$ cat src/rtl/mbx_pkg.sv
package mbx_pkg;

   localparam int unsigned NUM_DATA = 2;

   typedef enum logic [1:0] {
      SEL_STAT = 2'd0,
      SEL_D0   = 2'd1,
      SEL_D1   = 2'd2,
      SEL_VER  = 2'd3
   } mbx_sel_e;

endpackage

$ cat src/rtl/mbx_decode.sv
module mbx_decode
   import mbx_pkg::*;
#(
   parameter int unsigned ADDR_W = 4
) (
   input  logic [ADDR_W-1:0] addr,
   input  logic              we,
   input  logic              re,
   output logic              hit,
   output mbx_sel_e          sel,
   output logic              wr_cmd,
   output logic              wr_ver,
   output logic [NUM_DATA-1:0] wr_word,
   output logic              rd_hit
);

   logic up_ok;

   if (ADDR_W < 4) begin : g_bad_addr
      $error("mbx_decode: ADDR_W must be at least 4");
   end

   if (ADDR_W > 4) begin : g_upper
      assign up_ok = ~|addr[ADDR_W-1:4];
   end else begin : g_exact
      assign up_ok = 1'b1;
   end

   assign hit    = up_ok && (addr[1:0] == 2'b00);
   assign sel    = mbx_sel_e'(addr[3:2]);
   assign wr_cmd = we && hit && (sel == SEL_STAT);
   assign wr_ver = we && hit && (sel == SEL_VER);
   assign rd_hit = re && hit;

   for (genvar i = 0; i < NUM_DATA; i++) begin : g_wsel
      assign wr_word[i] = we && hit && (addr[3:2] == 2'(i + 1));
   end

endmodule

$ cat src/rtl/mbx_cmd_ctrl.sv
module mbx_cmd_ctrl #(
   parameter int unsigned ID_W       = 8,
   parameter bit          IRQ_ENABLE = 1'b1
) (
   input  logic            clk,
   input  logic            rst_n,
   input  logic            wr_cmd,
   input  logic            wr_irq_clr,
   input  logic [ID_W-1:0] id_in,
   input  logic            done,
   input  logic            err_in,
   output logic            busy,
   output logic            err,
   output logic            irq_pend,
   output logic [ID_W-1:0] last_id,
   output logic            cmd_valid,
   output logic            accept
);

   logic launch;

   assign launch = wr_cmd && !busy;
   assign accept = done && busy;

   always_ff @(posedge clk or negedge rst_n) begin
      if (!rst_n) begin
         busy      <= 1'b0;
         err       <= 1'b0;
         last_id   <= '0;
         cmd_valid <= 1'b0;
      end else begin
         cmd_valid <= launch;
         if (launch) begin
            busy    <= 1'b1;
            err     <= 1'b0;
            last_id <= id_in;
         end else if (accept) begin
            busy <= 1'b0;
            err  <= err_in;
         end
      end
   end

   if (IRQ_ENABLE) begin : g_irq
      always_ff @(posedge clk or negedge rst_n) begin
         if (!rst_n) begin
            irq_pend <= 1'b0;
         end else if (accept) begin
            irq_pend <= 1'b1;
         end else if (wr_irq_clr) begin
            irq_pend <= 1'b0;
         end
      end
   end else begin : g_noirq
      logic unused_clr;
      assign unused_clr = wr_irq_clr;
      assign irq_pend   = 1'b0;
   end

endmodule

$ cat src/rtl/mbx_data_bank.sv
module mbx_data_bank
   import mbx_pkg::*;
#(
   parameter int unsigned DATA_W = 32
) (
   input  logic              clk,
   input  logic              rst_n,
   input  logic [NUM_DATA-1:0] wr_word,
   input  logic [DATA_W-1:0] wdata,
   input  logic              busy,
   input  logic              load,
   input  logic [DATA_W-1:0] res_in [NUM_DATA],
   output logic [DATA_W-1:0] data_q [NUM_DATA]
);

   for (genvar i = 0; i < NUM_DATA; i++) begin : g_word
      always_ff @(posedge clk or negedge rst_n) begin
         if (!rst_n) begin
            data_q[i] <= '0;
         end else if (load) begin
            data_q[i] <= res_in[i];
         end else if (wr_word[i] && !busy) begin
            data_q[i] <= wdata;
         end
      end
   end

endmodule

$ cat src/rtl/mbx_rdmux.sv
module mbx_rdmux
   import mbx_pkg::*;
#(
   parameter int unsigned DATA_W = 32
) (
   input  logic              clk,
   input  logic              rst_n,
   input  logic              rd_hit,
   input  logic              re,
   input  mbx_sel_e          sel,
   input  logic [DATA_W-1:0] status,
   input  logic [DATA_W-1:0] data_q [NUM_DATA],
   input  logic [DATA_W-1:0] version,
   output logic [DATA_W-1:0] rdata
);

   logic [DATA_W-1:0] mux;

   always_comb begin
      unique case (sel)
         SEL_STAT: mux = status;
         SEL_D0:   mux = data_q[0];
         SEL_D1:   mux = data_q[1];
         default:  mux = version;
      endcase
   end

   always_ff @(posedge clk or negedge rst_n) begin
      if (!rst_n) begin
         rdata <= '0;
      end else if (re) begin
         rdata <= rd_hit ? mux : '0;
      end
   end

endmodule

$ cat src/rtl/cmd_mailbox.sv
module cmd_mailbox
   import mbx_pkg::*;
#(
   parameter int unsigned DATA_W     = 32,
   parameter int unsigned ID_W       = 8,
   parameter int unsigned ADDR_W     = 4,
   parameter bit          IRQ_ENABLE = 1'b1,
   parameter logic [31:0] VERSION    = 32'h4D42_0103
) (
   input  logic              clk,
   input  logic              rst_n,
   input  logic [ADDR_W-1:0] host_addr,
   input  logic              host_we,
   input  logic              host_re,
   input  logic [DATA_W-1:0] host_wdata,
   output logic [DATA_W-1:0] host_rdata,
   output logic              ctl_cmd_valid,
   output logic [ID_W-1:0]   ctl_cmd_id,
   output logic [DATA_W-1:0] ctl_arg0,
   output logic [DATA_W-1:0] ctl_arg1,
   input  logic              ctl_done,
   input  logic              ctl_err,
   input  logic [DATA_W-1:0] ctl_res0,
   input  logic [DATA_W-1:0] ctl_res1,
   output logic              host_irq
);

   localparam int unsigned FLAG_W = 3;
   localparam int unsigned PAD_W  = DATA_W - FLAG_W - ID_W;

   if (DATA_W != 32) begin : g_bad_dw
      $error("cmd_mailbox: DATA_W must be 32");
   end
   if (ID_W < 1 || ID_W > DATA_W - FLAG_W - 1) begin : g_bad_id
      $error("cmd_mailbox: ID_W out of range");
   end

   logic                  hit_s, wr_cmd_s, wr_ver_s, rd_hit_s;
   mbx_sel_e              sel_s;
   logic [NUM_DATA-1:0]   wr_word_s;
   logic                  busy_s, err_s, irq_s, accept_s;
   logic [ID_W-1:0]       id_s;
   logic [DATA_W-1:0]     status_s;
   logic [DATA_W-1:0]     data_s [NUM_DATA];
   logic [DATA_W-1:0]     res_s  [NUM_DATA];
   logic                  unused_hit;

   assign unused_hit = hit_s;
   assign res_s[0]   = ctl_res0;
   assign res_s[1]   = ctl_res1;

   mbx_decode #(.ADDR_W(ADDR_W)) u_dec (
      .addr    (host_addr),
      .we      (host_we),
      .re      (host_re),
      .hit     (hit_s),
      .sel     (sel_s),
      .wr_cmd  (wr_cmd_s),
      .wr_ver  (wr_ver_s),
      .wr_word (wr_word_s),
      .rd_hit  (rd_hit_s)
   );

   mbx_cmd_ctrl #(.ID_W(ID_W), .IRQ_ENABLE(IRQ_ENABLE)) u_ctrl (
      .clk        (clk),
      .rst_n      (rst_n),
      .wr_cmd     (wr_cmd_s),
      .wr_irq_clr (wr_ver_s),
      .id_in      (host_wdata[ID_W-1:0]),
      .done       (ctl_done),
      .err_in     (ctl_err),
      .busy       (busy_s),
      .err        (err_s),
      .irq_pend   (irq_s),
      .last_id    (id_s),
      .cmd_valid  (ctl_cmd_valid),
      .accept     (accept_s)
   );

   mbx_data_bank #(.DATA_W(DATA_W)) u_data (
      .clk     (clk),
      .rst_n   (rst_n),
      .wr_word (wr_word_s),
      .wdata   (host_wdata),
      .busy    (busy_s),
      .load    (accept_s),
      .res_in  (res_s),
      .data_q  (data_s)
   );

   assign status_s = {busy_s, err_s, irq_s, {PAD_W{1'b0}}, id_s};

   mbx_rdmux #(.DATA_W(DATA_W)) u_rd (
      .clk     (clk),
      .rst_n   (rst_n),
      .rd_hit  (rd_hit_s),
      .re      (host_re),
      .sel     (sel_s),
      .status  (status_s),
      .data_q  (data_s),
      .version (VERSION[DATA_W-1:0]),
      .rdata   (host_rdata)
   );

   assign ctl_cmd_id = id_s;
   assign ctl_arg0   = data_s[0];
   assign ctl_arg1   = data_s[1];
   assign host_irq   = irq_s;

endmodule

$ cat config.mk
export PLATFORM = sky130hd
export DESIGN_NAME = cmd_mailbox
export DESIGN_NICKNAME = d
export VERILOG_FILES = /design/src/rtl/mbx_pkg.sv /design/src/rtl/mbx_decode.sv /design/src/rtl/mbx_cmd_ctrl.sv /design/src/rtl/mbx_data_bank.sv /design/src/rtl/mbx_rdmux.sv /design/src/rtl/cmd_mailbox.sv
export SDC_FILE = /design/constraint.sdc
export NUM_CORES = 1
export LEC_CHECK = 0
export ABC_AREA = 1
export CAP_MARGIN = 20
export CORE_MARGIN = 5
export CORE_UTILIZATION = 30
export DETAILED_ROUTE_END_ITERATION = 6
export HOLD_SLACK_MARGIN = 0.03
export PLACE_DENSITY_LB_ADDON = 0.25
export SYNTH_ARGS = -nofsm -noshare
export SYNTH_HDL_FRONTEND = slang
export SYNTH_SLANG_ARGS = --single-unit
$ cat constraint.sdc
create_clock -name clk -period 1.1 [get_ports clk]
set_input_delay 0.275 -clock clk [delete_from_list [all_inputs] [get_ports clk]]
set_output_delay 0.275 -clock clk [all_outputs]
set_load 0.05 [all_outputs]
# ---- Word level (Yosys, flattened, before mapping)
# Cells that the tools add are included.
# Widths: inputs -> output; s select.
dict set report totals {
  latchBits 0
  regBits 108
  out_inout_bits 106
  inputBits 106
  romBits 0
  mem_bits_rw 0
  wordCells 40
  n_memories 0
}
dict set report classes {
  div 0
  eq_ne 3
  shift 0
  n_reduce_logical 17
  multipliers 0
  n_bitwise 0
  n_mux 12
  order_cmp 0
  add_sub_neg 0
}
# op count
set ops {}
lappend ops {{$mux 32} 5}
lappend ops {{$pmux 32 s3} 1}
lappend ops {{$logic_and 1x1->1} 10}
lappend ops {{$reduce_bool 2->1} 4}
lappend ops {{$mux 1} 6}
lappend ops {{$eq 2x2->1 const B} 2}
lappend ops {{$logic_not 2->1} 2}
lappend ops {{$eq 2x1->1 const B} 1}
lappend ops {{$logic_not 1->1} 1}

# ---- Longest topological paths before layout
# Gate-level depths: netlist of run 1.
dict set report depth {
  depth_word 6
  ltp_mapped 8
  ltp_nobuf 7
}

# ---- Modules after synthesis
# A second synthesis of run 1 with hierarchy kept.
dict set report hier_totals {
  hier_cells 867
  area_unflattened_um2 5960.7
}
# mod n_inst area_each_um2 cells_per_inst seq_area_each_um2
set modules_own_cells {}
lappend modules_own_cells {mbx_data_bank 1 3213.1 451 1601.5}
lappend modules_own_cells {mbx_rdmux 1 2213.4 351 800.8}
lappend modules_own_cells {mbx_cmd_ctrl 1 454.2 48 300.3}
lappend modules_own_cells {mbx_decode 1 72.6 15 0.0}
lappend modules_own_cells {cmd_mailbox 1 7.5 2 0.0}

# ---- Worst setup path before layout of run 1
# No wires, ideal clock.
dict set report synth_path {
  path_type {register to register}
  start {register u_ctrl.busy}
  end {register u_data.data_q[45] (netlist name)}
  setup_ns 0.067
  stages_incl_launch_ff 7
  synth_period_minus_slack_ns 1.183
  n_path_buf 3
  path_slack_ns -0.083
  arrival_time_ns 1.116
  required_ns 1.033
  path_cell_list {dfrtp_1 nand2_1 buf_4 buf_6 buf_2 nand3_1 nand2_1}
}
dict set report synth_between {
  elab_chain_cells 3
  elab_cells_between_ends 5
  classes_between {mux (1); reduce/logical (4)}
}
# item line
set synth_rtl {}
lappend synth_rtl {{start, declared} mbx_cmd_ctrl.sv:12} ;# output logic busy,
lappend synth_rtl {{start signal, assigned} mbx_cmd_ctrl.sv:27} ;# busy <= 1'b0;
lappend synth_rtl {{start signal, assigned} mbx_cmd_ctrl.sv:34} ;# busy <= 1'b1;
lappend synth_rtl {{start signal, assigned} mbx_cmd_ctrl.sv:38} ;# busy <= 1'b0;
lappend synth_rtl {{$logic_not 1->1} mbx_data_bank.sv:22} ;# end else if (wr_word[i] && !busy) begin
lappend synth_rtl {{$logic_and 1x1->1} mbx_data_bank.sv:22}
lappend synth_rtl {{$reduce_bool 2->1 (no line)} --}
lappend synth_rtl {{end signal, assigned by index} mbx_data_bank.sv:21} ;# data_q[i] <= res_in[i];
lappend synth_rtl {{end signal, assigned by index} mbx_data_bank.sv:23} ;# data_q[i] <= wdata;
lappend synth_rtl {{end, declared} mbx_data_bank.sv:13} ;# output logic [DATA_W-1:0] data_q [NUM_DATA]
# Parallel ways exist; a longest one is shown, timed or not.
# A chain may end at the register's enable or synchronous reset.

# ---- Final worst setup path of run 1
dict set report layout_path {
  start {register u_ctrl.busy}
  end {register u_ctrl.last_id[7]}
}
dict set report layout_between {
  elab_chain_cells 2
}
# item line
set layout_rtl {}
lappend layout_rtl {{$logic_not 1->1} mbx_cmd_ctrl.sv:22} ;# assign launch = wr_cmd && !busy;
lappend layout_rtl {{$logic_and 1x1->1} mbx_cmd_ctrl.sv:22}
lappend layout_rtl {{end signal, assigned} mbx_cmd_ctrl.sv:36} ;# last_id <= id_in;
lappend layout_rtl {{end, declared} mbx_cmd_ctrl.sv:15} ;# output logic [ID_W-1:0] last_id,
# Every way passes these cells.

==> results of run 1 <==
==> sequential cells by signal (all words and copies together) (netlist names) <==
| name | count |
|---|---|
| u_data.data_q | 64 |
| u_ctrl.err | 1 |
| u_ctrl.busy | 1 |
| u_ctrl.cmd_valid | 1 |
| u_rd.rdata | 32 |
| u_ctrl.irq_pend | 1 |
| u_ctrl.last_id | 8 |
==> cell type report <==
type                       instances  area (sq um)  share of cell area
sequential                       108          2720               0.243
clock inverter                     2          35.0             0.00313
multi-input combinational        598          2830               0.252
timing repair buffer             374          5030               0.449
antenna                            1          2.50            0.000223
clock buffer                      14           254              0.0227
inverter                          10          51.3             0.00458
tap                              229           287              0.0256
==> layer usage <==
metal  up-vias  track usage  part of all wire
met5         -            0           0.00028
met4         2       0.0862             0.027
met3        45       0.0379             0.061
met2       226        0.379              0.51
met1      2975        0.284              0.40
li1       3056            -                 -
==> timing repair <==
action / CTS / global route
hold endpoints to repair: 108 / 0
hold buffers: 1 / 0
endpoints found under the setup margin: 214 / 208
buffers inserted: 83 / 14
pin swaps: 18 / 27
gates resized for setup: 72 / 96
cloned: 11 / 13
==> worst min-delay path, cell delays in order <==
cell and delay [ps]:
clkbuf_2 140, buf_4 130, a21oi_1 30, o21ai_1 110
==> cells in the mapped netlist (2+ instances only) <==
cell,count,area share
a21oi_1,6,0.0056
buf_2,22,0.020
buf_4,10,0.014
clkbuf_1,12,0.0084
dfrtp_1,108,0.50
inv_1,7,0.0049
inv_2,2,0.0014
nand2_1,486,0.34
nand2_2,3,0.0035
nand3_1,76,0.071
nor2_1,5,0.0035
nor3_1,2,0.0019
o21ai_0,7,0.0065
o21ai_1,4,0.0037
or2_2,6,0.0070
==> metrics by stage <==
| step | std cells | instance area [sq um] | TNS, ps | util | total power [mW] |
|---|---|---|---|---|---|
| floorplan | 760 | 5510 | -151 | - | 9.59 |
| global placement | 1199 | 9180 | -59830 | 0.516 | 14.6 |
| CTS | 1310 | 10600 | -24530 | 0.594 | 19.3 |
| global route | 1336 | 11200 | -31000 | 0.630 | 20.3 |
| detailed placement | 1199 | 9180 | -63280 | 0.516 | 14.7 |
| finish | 1336 | 11200 | -23760 | 0.630 | 19.5 |
==> cell families after synthesis <==
logic type	Yosys count
flip-flops	108
buffers and inverters	55
AO/OA/AOI/OAI	17
AND/OR/NAND/NOR	580
==> path summary, 6_finish.rpt <==
check	endpoint	slack, ps	cells after the start
worst max register to register	u_ctrl.last_id[7]	-200	5
worst max-delay path	u_ctrl.last_id[7]	-200	5
min in group asynchronous	u_data.data_q[4]	460	3
max in group asynchronous	u_data.data_q[48]	340	3
worst min register to register	u_ctrl.err	520	2
worst min-delay path	u_rd.rdata[8]	380	4
==> power by group through the flow <==
stage          clock, mW  combinational [mW]  sequential, mW
2_1_floorplan          0                1.21            8.38
3_3_place_gp           0                8.57            6.03
3_5_place_dp           0                8.61            6.07
4_1_cts             3.35                10.1            5.77
5_1_grt             3.52                10.9            5.91
6_report            3.30                10.4            5.80
==> layout by cell type, fill, tap and decap left out, drive strengths merged, types with 7 or more instances in the layout <==
master / Yosys / routed
clkbuf: 12 / 25
nor2: 7 / 7
dfrtp: 108 / 108
inv: 9 / 9
nand3: 76 / 76
buf: 33 / 260
o21ai: 11 / 11
clkdlybuf4s50: 0 / 99
nand2: 489 / 490
==> impl_metrics.env, run 1 <==
export IMPL_critPathMaxFanout=6
export IMPL_synth_simple_gate_area_frac=0.429
export IMPL_fill_cells=1552
export IMPL_violations="negative setup slack"
export IMPL_crit_top_cell="nand2_1"
export IMPL_slowest_stage="dfrtp_2"
export IMPL_netlist_area_sq_mm=0.00537
export IMPL_path_delay_family="flip-flops"
export IMPL_synth_warnings=0
export IMPL_cp_arrival_ps=1540
export IMPL_maxSlewHeadroom=0.783
export IMPL_end_kind="register"
export IMPL_viasPerCell=4.72
export IMPL_power_frac_seq=0.297
export IMPL_cts_htree_levels=3
export IMPL_worst_setup_path_start_kind="register"
export IMPL_wl_per_cell_microns=18.8
export IMPL_place_gp_congestion=0.834
export IMPL_place_ws_ps=-662
export IMPL_clock_sinks=108
export IMPL_synth_edf_count=0
export IMPL_dr_pass1_iters=5
export IMPL_fin_crit_sh=1.18
export IMPL_combPwrFrac=0.534
export IMPL_drc=0
export IMPL_num_rows=49
export IMPL_critPathMaxStageDelay_ps=510
export IMPL_cp_cell_sequence="nor3_1 > nand2_2 > buf_2 > nand2_1 > nand2_1"
export IMPL_intPower_mw=12.0
export IMPL_min_from="host_addr[2]"
export IMPL_finalWirelength_mm=25.2
export IMPL_setup_violations_final=182
export IMPL_p_sw_mw=7.56
export IMPL_tightest_slew_ps=325
export IMPL_synth_fp_nets=866
export IMPL_grt_pass1_vias=6058
export IMPL_detail_route_antenna_nets=0
export IMPL_drt_initial_drc_count=428
export IMPL_vias=6304
export IMPL_yosysUniqueCellTypes=19
export IMPL_rsz0062_at_grt="true"
export IMPL_cap_violations=0
export IMPL_max_freq_ghz=0.770
export IMPL_whs_ps=377
export IMPL_start_util=0.302
export IMPL_netlist_instances=760
export IMPL_synthArstFlopShare=1.00
export IMPL_worstReg2RegStart="u_ctrl.busy"
export IMPL_p_leak_nw=5.64
export IMPL_pwr_share_clk=0.169
export IMPL_synth_top_family_by_area="simple AND/OR/NAND/NOR gates"
export IMPL_dp_hpwl_mm=14.7
export IMPL_clkLatencyLatePin_ps=350
export IMPL_grt_antenna_before_repair=2
export IMPL_yosys_register_bits=108
export IMPL_min_period_ps=1300
export IMPL_cp_data_required_time_ps=1340
export IMPL_cts_tree="done"
export IMPL_synth_compound_area_frac=0.0158
export IMPL_worst_slack_ps=-199
export IMPL_clkTransAtPathRegs_ps=70
export IMPL_track_usage=0.223
export IMPL_numCtsBuffers=9
export IMPL_worst_setup_path_type="register to register"
export IMPL_grt_max_degree=48
export IMPL_clockBufferDepth=2
export IMPL_root_buffer="clkbuf_16"
export IMPL_hold_class="primary input to register"
export IMPL_synth_xor_area_frac=0
export IMPL_drive_gt1_frac=0.382
export IMPL_die_x_microns=144
export IMPL_switching_share=0.387
export IMPL_power_density_mw_per_mm2=1740
export IMPL_ir_drop_uv=1070
export IMPL_slew_viol_final=0
export IMPL_io_buffers=211
export IMPL_syn_avg_cell_area_sq_um=7.07
export IMPL_synthAdderAreaFrac=0
export IMPL_grt_overflow=0
export IMPL_grt_pass1_wl_mm=34.9
export IMPL_io_pin_count=212
export IMPL_dieArea_sq_mm=0.0207
export IMPL_yosysSeqAreaShare=0.503
export IMPL_core_area_sq_mm=0.0178
export IMPL_fp_dieH_microns=144
export IMPL_final_hold_violation_count=0
export IMPL_worst_path_buf_inv=1
export IMPL_syn_to_final_growth_pct=109
export IMPL_synth_mux_area_frac=0
export IMPL_fin_skew_ps=5.46
export IMPL_status="complete, but fails checks"
export IMPL_synth_ff_type="dfrtp_1"
export IMPL_critical_path_startpoint="u_ctrl.busy"
export IMPL_nNetsFinal=1207
(Power assumes the default switching activity.)
==> inputs of run 2 (changes only) <==
CORE_UTILIZATION = 40   (was 30)
==> run 2 against run 1 <==
Against the previous run: the flow still finishes with violations (negative setup slack); sequential share of layout area increased by 1.6 points; flip-flop and latch count unchanged; count of clock-buffer cells in the layout decreased by 5; fmax about the same; core utilization increased by 17 points; clock skew increased by 3.0 ps; sequential power about the same; largest power group unchanged; die area decreased by 23%; register-to-register slack about the same.
==> impl_metrics.env, run 2 (same netlist as run 1, synthesis figures left out) <==
export IMPL_status="complete, but fails checks"
export IMPL_violations="negative setup slack"
export IMPL_dp_hpwl_mm=14.8
export IMPL_finalWirelength_mm=22.5
export IMPL_grt_pass1_wl_mm=33.2
export IMPL_finalSetupTns_ps=-20420
export IMPL_grt_max_degree=33
export IMPL_num_rows=42
export IMPL_final_hold_violation_count=0
export IMPL_dieArea_sq_mm=0.0159
export IMPL_final_common_cell="nand2_1"
export IMPL_drc=0
export IMPL_place_ws_ps=-759
export IMPL_cts_tree="done"
export IMPL_whs_path_depth=2
export IMPL_viasPerCell=5.15
export IMPL_grt_pass1_vias=6416
export IMPL_grt_antenna_before_repair=0
export IMPL_clock_sinks=108
export IMPL_tightest_slew_ps=372
export IMPL_ir_drop_uv=1000
export IMPL_grt_overflow=0
export IMPL_largest_register_ffs=64
export IMPL_syn_to_final_growth_pct=95.9
export IMPL_io_buffers=211
export IMPL_multi_input_area_sq_mm=0.00261
export IMPL_regMostFlops="u_data.data_q"
export IMPL_nNetsFinal=1192
export IMPL_p_leak_nw=5.37
export IMPL_antenna_cells=0
export IMPL_clkTransAtPathRegs_ps=80
export IMPL_slew_viol_final=0
export IMPL_fill_cells=812
export IMPL_track_usage=0.261
export IMPL_timing_reg2reg_setup_slack_ps=-200
export IMPL_end_kind="register"
export IMPL_worst_setup_path_type="register to register"
export IMPL_drive_gt1_frac=0.320
export IMPL_top_regs="u_data.data_q x64, u_rd.rdata x32, u_ctrl.last_id x8"
export IMPL_cts_htree_levels=3
export IMPL_max_freq_ghz=0.770
export IMPL_die_x_microns=126
export IMPL_dpl_cell_area_sq_mm=0.00906
export IMPL_final_cell_area_sq_mm=0.0105
export IMPL_whs_ps=404
export IMPL_vias=6519
export IMPL_regArea_sq_mm=0.00272
export IMPL_io_pin_count=212
export IMPL_cp_data_required_time_ps=1340
export IMPL_maxSlewHeadroom=0.752
export IMPL_rsz0062_at_grt="true"
export IMPL_core_area_sq_mm=0.0132
export IMPL_setup_violations_final=180
export IMPL_hold_class="primary input to register"
export IMPL_detail_route_antenna_nets=0
export IMPL_mostFrequentLayoutCells="nand2_1, buf_12, buf_4"
export IMPL_cp_arrival_ps=1540
export IMPL_place_gp_congestion=0.871
export IMPL_fp_dieH_microns=126
export IMPL_worst_slack_ps=-199
export IMPL_root_buffer="clkbuf_16"
export IMPL_worst_setup_path_start_kind="register"
export IMPL_dr_pass1_iters=5
export IMPL_clkLatencyLatePin_ps=350
export IMPL_min_period_ps=1300
export IMPL_numCtsBuffers=9
export IMPL_wl_per_cell_microns=17.7
export IMPL_clockBufferDepth=2
export IMPL_drt_initial_drc_count=551
export IMPL_power_density_mw_per_mm2=1860
export IMPL_start_util=0.407
export IMPL_r2r_cells=7
export IMPL_critPathMaxFanout=15
export IMPL_fin_crit_sh=1.18
export IMPL_fin_skew_ps=8.46
export IMPL_cap_violations=0
-- run 2: changes by cell type in the layout (fill, tap and decap cells not counted), moves of 4 or more --
cell and change:
nand2_2 -58, clkbuf_1 -4, o21ai_2 +4, nand2_4 -5, nand2_1 +65, buf_16 -9
clkbuf_16 -7
-- run 2: worst paths after layout --
check	from	end
max	u_ctrl.busy	u_data.data_q[39]
min	ctl_done	u_ctrl.busy
max reg2reg	u_ctrl.busy	u_data.data_q[39]
min reg2reg	u_rd.rdata[14]	u_rd.rdata[14]
max in group asynchronous	rst_n	u_rd.rdata[6]
min in group asynchronous	rst_n	u_data.data_q[8]
-- run 2: final cells by class --
cell class,instances,share of cell area
Timing Repair Buffer,360,0.440
Multi-Input combinational cell,597,0.248
Clock inverter,7,0.00713
Clock buffer,9,0.0214
Tap cell,176,0.0209
Inverter,10,0.00440
Sequential cell,108,0.258
-- run 2: report_power, final --
part	internal, mW	switching, mW
Combinational	5.27	5.15
Sequential	4.82	0.980
Clock	1.78	1.54
Total	11.9	7.67
-- run 2: through the flow --
stage          power, mW  utilization  cells
2_1_floorplan       9.59            -    760
3_3_place_gp        14.5        0.687   1140
3_5_place_dp        14.7        0.687   1140
4_1_cts             19.1        0.773   1246
5_1_grt             20.2        0.798   1267
6_report            19.5        0.798   1267
-- run 2: repair_timing --
| item | in CTS | in global routing |
|---|---|---|
| resized for setup | 45 | 52 |
| pin swaps | 4 | 13 |
| gates cloned | 3 | 4 |
| hold buffers | 1 | 0 |
| setup buffers | 86 | 17 |
| hold endpoints to repair | 19 | 0 |
| endpoints found under the setup margin | 214 | 214 |
-- run 2: routing by layer --
metal	vias up	global-route usage	wire length (microns)
met1	3132	0.325	8600
li1	3010	-	-
met3	67	0.0449	1530
met2	310	0.453	11400
met4	0	0.103	906
met5	-	0	0
-- run 2: worst max-delay path, cell delays in order (launching register included) --
cell and delay, ps:
dfrtp_2 490, nand2_8 160, inv_8 80, buf_12 150, nand2_2 70, nand2_1 70
nand2_1 90, nand2_1 70
